--- src/rtl/i2cm_pkg.sv ---
package i2cm_pkg;
  typedef enum logic [2:0] {
    ENG_IDLE, ENG_START, ENG_HOLD, ENG_LOW, ENG_HIGH, ENG_STOP_LO, ENG_STOP_HI
  } eng_state_e;

  localparam logic [1:0] RA_MODE = 2'd0;
  localparam logic [1:0] RA_CMD  = 2'd1;
  localparam logic [1:0] RA_DATA = 2'd2;
  localparam logic [1:0] RA_CLR  = 2'd3;

  localparam int MODE_MST_BIT = 1;
  localparam int MODE_TX_BIT  = 0;
  localparam int CMD_BUSY_BIT = 1;
  localparam int CMD_SS_BIT   = 0;
  localparam int CLR_TXE_BIT  = 0;
  localparam int CLR_DONE_BIT = 1;
  localparam int CLR_STOP_BIT = 2;
endpackage

--- src/rtl/i2cm_prescaler.sv ---
module i2cm_prescaler #(
  parameter int HALF_CYC = 250
) (
  input  logic clk,
  input  logic rst,
  input  logic run,
  output logic tick
);
  localparam int CW = (HALF_CYC > 1) ? $clog2(HALF_CYC) : 1;
  localparam logic [CW-1:0] LAST = CW'(HALF_CYC - 1);

  logic [CW-1:0] cnt;

  always_ff @(posedge clk) begin
    if (rst || !run)    cnt <= '0;
    else if (cnt == LAST) cnt <= '0;
    else                cnt <= cnt + 1'b1;
  end

  assign tick = run && (cnt == LAST);

  // Phase counter never passes the half-period limit
  assert_cnt_bound_R4: assert property (@(posedge clk) disable iff (rst)
    cnt <= LAST);
endmodule

--- src/rtl/i2cm_ctrl_regs.sv ---
module i2cm_ctrl_regs
  import i2cm_pkg::*;
#(
  parameter int DATA_W = 8
) (
  input  logic              clk,
  input  logic              rst,
  input  logic              reg_we,
  input  logic [1:0]        reg_addr,
  input  logic [DATA_W-1:0] reg_wdata,
  input  logic              buf_take,
  input  logic              byte_done,
  input  logic              stop_done,
  output logic              mode_master,
  output logic              mode_xmit,
  output logic              bus_busy,
  output logic              start_go,
  output logic              stop_req,
  output logic              buf_full,
  output logic [DATA_W-1:0] buf_data,
  output logic              flag_txe,
  output logic              flag_tdone,
  output logic              flag_stop
);
  logic mode_wr, cmd_wr, data_wr, clr_wr;
  logic start_cmd, stop_cmd, start_ok;

  always_comb begin
    mode_wr   = reg_we && (reg_addr == RA_MODE);
    cmd_wr    = reg_we && (reg_addr == RA_CMD);
    data_wr   = reg_we && (reg_addr == RA_DATA);
    clr_wr    = reg_we && (reg_addr == RA_CLR);
    start_cmd = cmd_wr && reg_wdata[CMD_BUSY_BIT] && !reg_wdata[CMD_SS_BIT];
    stop_cmd  = cmd_wr && !reg_wdata[CMD_BUSY_BIT] && !reg_wdata[CMD_SS_BIT];
    start_ok  = start_cmd && !bus_busy && mode_master && mode_xmit;
  end

  always_ff @(posedge clk) begin
    if (rst) begin
      mode_master <= 1'b0;
      mode_xmit   <= 1'b0;
      bus_busy    <= 1'b0;
      start_go    <= 1'b0;
      stop_req    <= 1'b0;
      buf_full    <= 1'b0;
      buf_data    <= '0;
      flag_txe    <= 1'b0;
      flag_tdone  <= 1'b0;
      flag_stop   <= 1'b0;
    end else begin
      start_go <= start_ok;

      if (mode_wr) begin
        mode_master <= reg_wdata[MODE_MST_BIT];
        mode_xmit   <= reg_wdata[MODE_TX_BIT];
      end

      if (start_ok)       bus_busy <= 1'b1;
      else if (stop_done) bus_busy <= 1'b0;

      if (stop_done)                 stop_req <= 1'b0;
      else if (stop_cmd && bus_busy) stop_req <= 1'b1;

      if (data_wr) begin
        buf_data <= reg_wdata;
        buf_full <= 1'b1;
      end else if (buf_take) begin
        buf_full <= 1'b0;
      end

      if (data_wr || stop_done)                flag_txe <= 1'b0;
      else if (buf_take || start_ok)           flag_txe <= 1'b1;
      else if (clr_wr && reg_wdata[CLR_TXE_BIT]) flag_txe <= 1'b0;

      if (byte_done)                              flag_tdone <= 1'b1;
      else if (clr_wr && reg_wdata[CLR_DONE_BIT]) flag_tdone <= 1'b0;

      if (stop_done)                              flag_stop <= 1'b1;
      else if (clr_wr && reg_wdata[CLR_STOP_BIT]) flag_stop <= 1'b0;
    end
  end

  assert_busy_from_cmd_R2: assert property (@(posedge clk) disable iff (rst)
    $rose(bus_busy) |-> $past(cmd_wr) && start_go);

  assert_txe_clear_on_load_R7: assert property (@(posedge clk) disable iff (rst)
    data_wr |=> !flag_txe);

  assert_stop_flag_source_R3: assert property (@(posedge clk) disable iff (rst)
    $rose(flag_stop) |-> $past(stop_done));

  assert_no_stop_when_free_R3: assert property (@(posedge clk) disable iff (rst)
    !bus_busy |-> !stop_req);
endmodule

--- src/rtl/i2cm_bit_engine.sv ---
module i2cm_bit_engine
  import i2cm_pkg::*;
#(
  parameter int DATA_W = 8
) (
  input  logic              clk,
  input  logic              rst,
  input  logic              start_go,
  input  logic              stop_req,
  input  logic              buf_full,
  input  logic [DATA_W-1:0] buf_data,
  input  logic              tick,
  input  logic              sda_in,
  output logic              run,
  output logic              scl_oe,
  output logic              sda_oe,
  output logic              buf_take,
  output logic              byte_done,
  output logic              stop_done,
  output logic              ack_val
);
  localparam int BC_W = $clog2(DATA_W + 1);
  localparam logic [BC_W-1:0] ACK_IDX  = BC_W'(DATA_W);
  localparam logic [BC_W-1:0] LAST_BIT = BC_W'(DATA_W - 1);

  eng_state_e        state;
  logic [DATA_W-2:0] rest;
  logic [BC_W-1:0]   bitn;

  always_comb begin
    run = (state == ENG_START) || (state == ENG_LOW) || (state == ENG_HIGH) ||
          (state == ENG_STOP_LO) || (state == ENG_STOP_HI);
  end

  always_ff @(posedge clk) begin
    if (rst) begin
      state     <= ENG_IDLE;
      scl_oe    <= 1'b0;
      sda_oe    <= 1'b0;
      rest      <= '0;
      bitn      <= '0;
      buf_take  <= 1'b0;
      byte_done <= 1'b0;
      stop_done <= 1'b0;
      ack_val   <= 1'b0;
    end else begin
      buf_take  <= 1'b0;
      byte_done <= 1'b0;
      stop_done <= 1'b0;
      unique case (state)
        ENG_IDLE: begin
          if (start_go) begin
            sda_oe <= 1'b1;
            state  <= ENG_START;
          end
        end
        ENG_START: begin
          if (tick) begin
            scl_oe <= 1'b1;
            state  <= ENG_HOLD;
          end
        end
        ENG_HOLD: begin
          if (buf_full) begin
            rest     <= buf_data[DATA_W-2:0];
            bitn     <= '0;
            buf_take <= 1'b1;
            sda_oe   <= ~buf_data[DATA_W-1];
            state    <= ENG_LOW;
          end else if (stop_req) begin
            sda_oe <= 1'b1;
            state  <= ENG_STOP_LO;
          end
        end
        ENG_LOW: begin
          if (tick) begin
            scl_oe <= 1'b0;
            state  <= ENG_HIGH;
          end
        end
        ENG_HIGH: begin
          if (tick) begin
            scl_oe <= 1'b1;
            if (bitn == ACK_IDX) begin
              ack_val   <= sda_in;
              byte_done <= 1'b1;
              if (buf_full) begin
                rest     <= buf_data[DATA_W-2:0];
                bitn     <= '0;
                buf_take <= 1'b1;
                sda_oe   <= ~buf_data[DATA_W-1];
                state    <= ENG_LOW;
              end else begin
                state <= ENG_HOLD;
              end
            end else begin
              bitn   <= bitn + 1'b1;
              rest   <= {rest[DATA_W-3:0], 1'b0};
              sda_oe <= (bitn == LAST_BIT) ? 1'b0 : ~rest[DATA_W-2];
              state  <= ENG_LOW;
            end
          end
        end
        ENG_STOP_LO: begin
          if (tick) begin
            scl_oe <= 1'b0;
            state  <= ENG_STOP_HI;
          end
        end
        ENG_STOP_HI: begin
          if (tick) begin
            sda_oe    <= 1'b0;
            stop_done <= 1'b1;
            state     <= ENG_IDLE;
          end
        end
        default: state <= ENG_IDLE;
      endcase
    end
  end

  assert_sda_steady_high_R4: assert property (@(posedge clk) disable iff (rst)
    (state == ENG_HIGH && $past(state) == ENG_HIGH) |-> $stable(sda_oe));

  assert_done_after_ack_R8: assert property (@(posedge clk) disable iff (rst)
    byte_done |-> (state == ENG_HOLD || state == ENG_LOW));

  assert_take_needs_data_R10: assert property (@(posedge clk) disable iff (rst)
    buf_take |-> $past(buf_full));
endmodule

--- src/rtl/i2cm_wr_master.sv ---
module i2cm_wr_master #(
  parameter int HALF_CYC = 250,
  parameter int DATA_W   = 8
) (
  input  logic              clk,
  input  logic              rst,
  input  logic              reg_we,
  input  logic [1:0]        reg_addr,
  input  logic [DATA_W-1:0] reg_wdata,
  input  logic              sda_in,
  output logic              scl_oe,
  output logic              sda_oe,
  output logic              mode_master,
  output logic              mode_xmit,
  output logic              bus_busy,
  output logic              flag_txe,
  output logic              flag_tdone,
  output logic              flag_ack,
  output logic              flag_stop
);
  logic              start_go, stop_req, buf_full, buf_take;
  logic              byte_done, stop_done, run, tick;
  logic [DATA_W-1:0] buf_data;

  i2cm_ctrl_regs #(.DATA_W(DATA_W)) regs_i (
    .clk(clk), .rst(rst),
    .reg_we(reg_we), .reg_addr(reg_addr), .reg_wdata(reg_wdata),
    .buf_take(buf_take), .byte_done(byte_done), .stop_done(stop_done),
    .mode_master(mode_master), .mode_xmit(mode_xmit), .bus_busy(bus_busy),
    .start_go(start_go), .stop_req(stop_req),
    .buf_full(buf_full), .buf_data(buf_data),
    .flag_txe(flag_txe), .flag_tdone(flag_tdone), .flag_stop(flag_stop)
  );

  i2cm_prescaler #(.HALF_CYC(HALF_CYC)) presc_i (
    .clk(clk), .rst(rst), .run(run), .tick(tick)
  );

  i2cm_bit_engine #(.DATA_W(DATA_W)) eng_i (
    .clk(clk), .rst(rst),
    .start_go(start_go), .stop_req(stop_req),
    .buf_full(buf_full), .buf_data(buf_data),
    .tick(tick), .sda_in(sda_in),
    .run(run), .scl_oe(scl_oe), .sda_oe(sda_oe),
    .buf_take(buf_take), .byte_done(byte_done), .stop_done(stop_done),
    .ack_val(flag_ack)
  );

  assert_lines_free_when_idle_R1: assert property (@(posedge clk) disable iff (rst)
    (!bus_busy && $past(!bus_busy) && !start_go) |-> (!scl_oe && !sda_oe));
endmodule

--- config.mk ---
export PLATFORM = sky130hd
export DESIGN_NAME = i2cm_wr_master
export DESIGN_NICKNAME = d
export VERILOG_FILES = /design/src/rtl/i2cm_pkg.sv /design/src/rtl/i2cm_prescaler.sv /design/src/rtl/i2cm_ctrl_regs.sv /design/src/rtl/i2cm_bit_engine.sv /design/src/rtl/i2cm_wr_master.sv
export SDC_FILE = /design/constraint.sdc
export NUM_CORES = 1
export LEC_CHECK = 0
export ABC_AREA = 0
export CAP_MARGIN = 20
export CELL_PAD_IN_SITES_DETAIL_PLACEMENT = 1
export CELL_PAD_IN_SITES_GLOBAL_PLACEMENT = 2
export CORE_AREA = 2 2 87 89
export CTS_CLUSTER_DIAMETER = 30
export DETAILED_ROUTE_END_ITERATION = 8
export DIE_AREA = 0 0 89 91
export PLACE_DENSITY_LB_ADDON = 0.1
export SYNTH_ARGS = -nofsm -noshare
export SYNTH_HDL_FRONTEND = slang
export SYNTH_SLANG_ARGS = --single-unit
--- constraint.sdc ---
create_clock -name clk -period 2 [get_ports clk]
set_input_delay 0.2 -clock clk [delete_from_list [all_inputs] [get_ports clk]]
set_output_delay 0.2 -clock clk [all_outputs]
set_load 0.005 [all_outputs]
==> flow_summary.toml, run 1 <==
[timing]
finalWorstSetupSlack_ns = 0.163
clock_skew_ns = 0.00320
finalSetupViolCount = 0
slew_headroom_pct = 66.7
fin_crit_ns = 1.84
rsz0062_at_grt = "false"
worst-slew-pin-transition_ns = 0.494
finalSetupTns_ns = 0
fmax_mhz = 544
hold_viol_final = 0
finalCritPeriodShare_pct = 91.8
drv_slew = 0

[floorplan]
die_h_um = 91
fp-row-count = 31
ios = 23
core_sq_um = 7140
die_w_um = 89
start_util_pct = 30.1
die_area_sq_um = 8100

[power_and_ir_drop]
power_density_nw_per_um2 = 636
vdd_drop_max_v = 0.000250
cellLeakagePower_nw = 0.967

[layout]
area_delta_synth_final_pct = 23.7
n_antenna_cell = 0
fillers = 871
num-nets-final = 295
drive_gt1_share_pct = 10.8

[cts]
cts_tree = "built"
ctsHtreeMaxLevel = 2
numCtsBuffers = 5
cts_root_buf = "clkbuf_8"
postCtsHoldBufs = 0
clkTransAtPathRegs_ns = 0.08
cts_setup_buffers = 0
clock_latency_ns = 0.29
cts_resized = 0
clock_path_buffers = 2
numClockSinks = 45

[synthesis]
synth_ff_type = "dfxtp_1"
synth_cell_types = 50
synthArstFlopShare_pct = 0
synthesis.area_sq_um = 2150
synth_cells = 244
synth_edf_count = 0
syn_area_per_cell_sq_um = 8.79
ys_seq_elements = 45
yosysSeqAreaShare_pct = 42.0
syn_nets = 262
ys_warn_count = 0

[global_route]
grt_antenna_before_repair = 0
grt_max_degree = 21
grt_pass1_wl_mm = 9.74
grtUsageTotal_pct = 15.4
grt_pass1_vias = 1957
grt_overflow = 0

[routing]
vias_per_cell = 4.89
post_drt_wl_per_cell_um = 15.1
drtIter0Drc = 76
drc = 0
drt_first_pass_iters = 5
vias = 1838
drtAntennaViolNets = 0
wl_mm = 5.69

[hold_path]
hp-start = "eng_i.byte_done"
hold-path-cell-count = 2
hold_end = "regs_i.flag_tdone"
holdCritPathClass = "register to register"

[setup_path]
cp-start-kind = "register"
slowest_delay_ns = 0.38
reg2reg_slack_ns = 0.16
rr_worst_depth = 6
crit_path_end_kind = "register"
r2r-start = "eng_i.bitn[0]"
r2r_end = "eng_i.sda_oe"
path_delay_family = "compound AO/OA/AOI/OAI gates"
cp.required_ns = 2.21
cp-startpoint = "eng_i.bitn[0]"
cp_max_fo = 6
path_cells = "inv_1 -> ha_1 -> and3b_1 -> a221oi_1 -> o21ai_0 -> a311oi_1"
critical_path_class = "register to register"
crit_path_top_delay_cell = "dfxtp_1"
cp.arrival_ns = 2.04
path_buf_inv = 1

[placement]
port-buffer-count = 22
post-place-ws_ns = 0.179
dp.final_hpwl_mm = 4.23
place_congestion = 0.750

[run_status]
status = "completed"

[run]
max_cap_viol_count = 0
[where the power goes]
part,switching (mW),internal [mW]
Combinational,0.0481,0.0507
Clock,0.312,0.364
Sequential,0.00808,0.905
Total,0.369,1.32
[worst max path at each step]
stage          slack, ns  cells after the start            end
2_1_floorplan       0.14                      7  eng_i.rest[6]
3_5_place_dp        0.18                      6   eng_i.sda_oe
6_report            0.16                      6   eng_i.sda_oe
3_3_place_gp        0.22                      6   eng_i.sda_oe
4_1_cts             0.13                      6   eng_i.sda_oe
5_1_grt             0.01                      6   eng_i.sda_oe
[per-layer routing]
metal	wire [um]	track usage, %	vias to the layer above	part of all wire, %
met5	0	0	-	0
met4	60	4.98	0	1.1
met2	2650	23.8	14	47
met3	100	3.00	4	1.8
met1	2880	21.4	873	51
li1	-	-	947	-
[cell usage after synthesis (2+ instances only)]
| library cell | count | area [sq um] |
|---|---|---|
| nand4b_1 | 2 | 17.5 |
| o31ai_1 | 2 | 15.0 |
| nor2_1 | 34 | 128 |
| nand3b_1 | 3 | 22.5 |
| dfxtp_1 | 45 | 901 |
| and3_1 | 2 | 12.5 |
| mux2i_1 | 15 | 150 |
| o21ai_0 | 6 | 30.0 |
| xor2_1 | 4 | 35.0 |
| buf_1 | 2 | 7.51 |
| a21oi_1 | 20 | 100 |
| a311oi_1 | 7 | 61.3 |
| buf_6 | 2 | 22.5 |
| nor3_1 | 5 | 25.0 |
| ha_1 | 4 | 50.1 |
| and3b_1 | 2 | 17.5 |
| inv_1 | 9 | 33.8 |
| a31oi_1 | 5 | 31.3 |
| o22ai_1 | 2 | 12.5 |
| nand3_1 | 11 | 55.1 |
| nor3b_1 | 3 | 22.5 |
| nand4_1 | 3 | 18.8 |
| nand2_1 | 16 | 60.1 |
| xnor2_1 | 4 | 35.0 |
| nand2b_1 | 3 | 18.8 |
| a211oi_1 | 2 | 15.0 |
| clkbuf_1 | 8 | 30.0 |
[stage by stage]
step / instance area (sq um) / power [mW] / cells / utilization, % / hold WS [ns]
floorplan: 2150 / 0.978 / 244 / - / 0.344
global placement: 2550 / 1.03 / 369 / 35.7 / 0.465
detailed placement: 2550 / 1.04 / 369 / 35.7 / 0.467
CTS: 2650 / 1.73 / 376 / 37.2 / 0.485
global route: 2650 / 1.77 / 376 / 37.2 / 0.502
finish: 2650 / 1.69 / 376 / 37.2 / 0.466
[worst min-delay path: stages, from the launching register on]
cell and delay, ns:
dfxtp_1 0.33, a21oi_1 0.04, nor2_1 0.07
[state kept, by name (all words and copies together), names as in the netlist, 3 cells and up]
| register | cells |
|---|---|
| presc_i.cnt | 8 |
| eng_i.rest | 7 |
| eng_i.bitn | 4 |
| regs_i.buf_data | 8 |
| eng_i.state | 3 |
[layout make-up]
type	instances	area, sq um	share of cell area, %
Multi-Input combinational cell	177	1140	43.1
Sequential cell	45	901	33.9
Timing Repair Buffer	39	348	13.1
Tap cell	99	124	4.67
Clock buffer	5	68.8	2.59
Clock inverter	2	35.0	1.32
Inverter	9	33.8	1.27
[logic make-up after synthesis]
family,Yosys count,share of synthesized area (%)
compound gates,58,18.3
xor+xnor,8,3.26
fa+ha+maj,4,2.33
buf+inv,22,4.72
flops,45,42.0
mux,16,7.52
simple gates,91,21.9
[layout by cell type, fill, tap and decap left out, drive strengths merged, types with 5 or more instances in the layout]
cell type      netlist  layout
a21oi               20      20
a311oi               7       7
a31oi                5       5
buf                  5      17
clkbuf               8       5
clkdlybuf4s50        0      22
dfxtp               45      45
inv                  9       9
mux2i               15      15
nand2               16      16
nand3               11      11
nor2                35      35
nor3                 5       5
o21ai                7       7
No activity file was read; power rests on OpenSTA's default activity.
==> inputs of run 2 (changes only) <==
--- a/config.mk
+++ b/config.mk
@@ -9,10 +9,10 @@
 export CAP_MARGIN = 20
 export CELL_PAD_IN_SITES_DETAIL_PLACEMENT = 1
 export CELL_PAD_IN_SITES_GLOBAL_PLACEMENT = 2
-export CORE_AREA = 2 2 87 89
+export CORE_AREA = 2 2 83 85
 export CTS_CLUSTER_DIAMETER = 30
 export DETAILED_ROUTE_END_ITERATION = 8
-export DIE_AREA = 0 0 89 91
+export DIE_AREA = 0 0 85 87
 export PLACE_DENSITY_LB_ADDON = 0.1
 export SYNTH_ARGS = -nofsm -noshare
 export SYNTH_HDL_FRONTEND = slang
==> constraint.sdc (replaced) <==
create_clock -name clk -period 1.87 [get_ports clk]
set_input_delay 0.187 -clock clk [delete_from_list [all_inputs] [get_ports clk]]
set_output_delay 0.187 -clock clk [all_outputs]
set_load 0.005 [all_outputs]
==> flow_summary.toml, run 2 (synthesis gave the netlist of run 1 again) <==
[cts]
numCtsBuffers = 5
ctsHtreeMaxLevel = 2
numClockSinks = 45
clkTransAtPathRegs_ns = 0.09
cts_root_buf = "clkbuf_8"
clock_latency_ns = 0.30
cts_tree = "built"
clock_path_buffers = 2

[timing]
clock_skew_ns = 0.00804
drv_slew = 0
slew_headroom_pct = 72.8
fmax_mhz = 572
timing.hold.ws_ns = 0.466
finalSetupTns_ns = 0
rsz0062_at_grt = "false"
finalCritPeriodShare_pct = 93.4
hold_viol_final = 0
fin_crit_ns = 1.75
worst-slew-pin-transition_ns = 0.397
finalSetupViolCount = 0

[layout]
drive_gt1_share_pct = 12.9
regArea_sq_um = 902
final_common_cell = "dfxtp_1"
area_delta_synth_final_pct = 24.8
final_cell_mix = "44 x dfxtp_1, 34 x nor2_1, 22 x clkdlybuf4s50_1, 20 x a21oi_1, 17 x buf_4"
fillers = 781
multiInputGateArea_sq_um = 1150
fin_area_sq_um = 2680
num-nets-final = 297
n_antenna_cell = 0
reg_top3 = "presc_i.cnt (8), regs_i.buf_data (8), eng_i.rest (7)"

[routing]
vias = 1855
vias_per_cell = 5.15
drc = 0
drtIter0Drc = 59
drt_first_pass_iters = 4
wl_mm = 5.46
drtAntennaViolNets = 0
post_drt_wl_per_cell_um = 15.2

[placement]
dpl_cell_area_sq_um = 2550
port-buffer-count = 22
dp.final_hpwl_mm = 4.04
place_congestion = 0.767

[setup_path]
cp.required_ns = 2.07
cp.arrival_ns = 1.94
cp-startpoint = "eng_i.bitn[1]"
cp-start-kind = "register"
cp_max_fo = 6
r2r-start = "eng_i.bitn[1]"
critical_path_class = "register to register"
crit_path_end_kind = "register"

[global_route]
grtUsageTotal_pct = 15.7
grt_max_degree = 27
grt_pass1_wl_mm = 9.27
grt_overflow = 0
grt_pass1_vias = 1903
grt_antenna_before_repair = 0

[floorplan]
die_area_sq_um = 7400
ios = 23
start_util_pct = 32.7
core_sq_um = 6570
die_h_um = 87
die_w_um = 85
fp-row-count = 30

[power_and_ir_drop]
cellLeakagePower_nw = 0.991
vdd_drop_max_v = 0.000365
power_density_nw_per_um2 = 692
fin_total_pwr_mw = 1.85

[hold_path]
holdCritPathClass = "register to register"
hp-start = "eng_i.byte_done"

[run]
max_cap_viol_count = 0

[run_status]
status = "completed"
==> run 2: cell types whose count changed in the layout (fill, tap and decap cells not counted), sizes merged <==
cell | before | now
buf | 17 | 19
clkinv | 1 | 0
inv | 9 | 11
==> run 2: report_power, final <==
| part | total (mW) | internal (mW) | switching [mW] |
|---|---|---|---|
| Sequential | 0.977 | 0.968 | 0.00848 |
| Combinational | 0.108 | 0.0569 | 0.0509 |
| Clock | 0.770 | 0.408 | 0.362 |
| Total | 1.85 | 1.43 | 0.421 |
==> run 2: area by class of cell <==
class	count	area share, %
clock inverters	3	1.77
clock buffers	5	2.57
multi-input cells	177	42.8
repair buffers	41	14.2
flip-flops and latches	45	33.7
well taps	80	3.74
inverters	9	1.26
==> run 2: final timing paths <==
check	to	slack [ns]	depth (start not counted)
setup / recovery	eng_i.rest[6]	0.12	6
hold / removal	regs_i.flag_tdone	0.47	2
setup reg to reg	eng_i.rest[6]	0.12	6
hold reg to reg	regs_i.flag_tdone	0.47	2
==> run 2: critical path: stages (launching register included) <==
cell	delay (ns)
dfxtp_1	0.39
inv_1	0.06
ha_1	0.21
and3b_2	0.29
nor2_8	0.10
mux2_1	0.32
o311a_1	0.28
==> run 2: per-stage QoR <==
stage          worst slack [ns]  utilization [%]  std cells
2_1_floorplan            0.0143                -        244
3_3_place_gp             0.0505             38.9        352
3_5_place_dp             0.0143             38.9        352
4_1_cts                 0.00252             40.6        360
5_1_grt                  0.0132             40.8        360
6_report                  0.123             40.8        360
==> run 2: routing by layer <==
| layer | track usage, % | routed length (um) |
|---|---|---|
| met1 | 20.6 | 2720 |
| met2 | 26.3 | 2580 |
| met3 | 3.22 | 109 |
| met4 | 3.90 | 55 |
| met5 | 0 | 0 |
==> run 2: timing repair <==
action | in CTS | in global routing
buffers inserted | 0 | 0
hold endpoints to repair | 0 | 0
hold buffers | 0 | 0
endpoints found under the setup margin | 0 | 5
gates resized for setup | 0 | 6
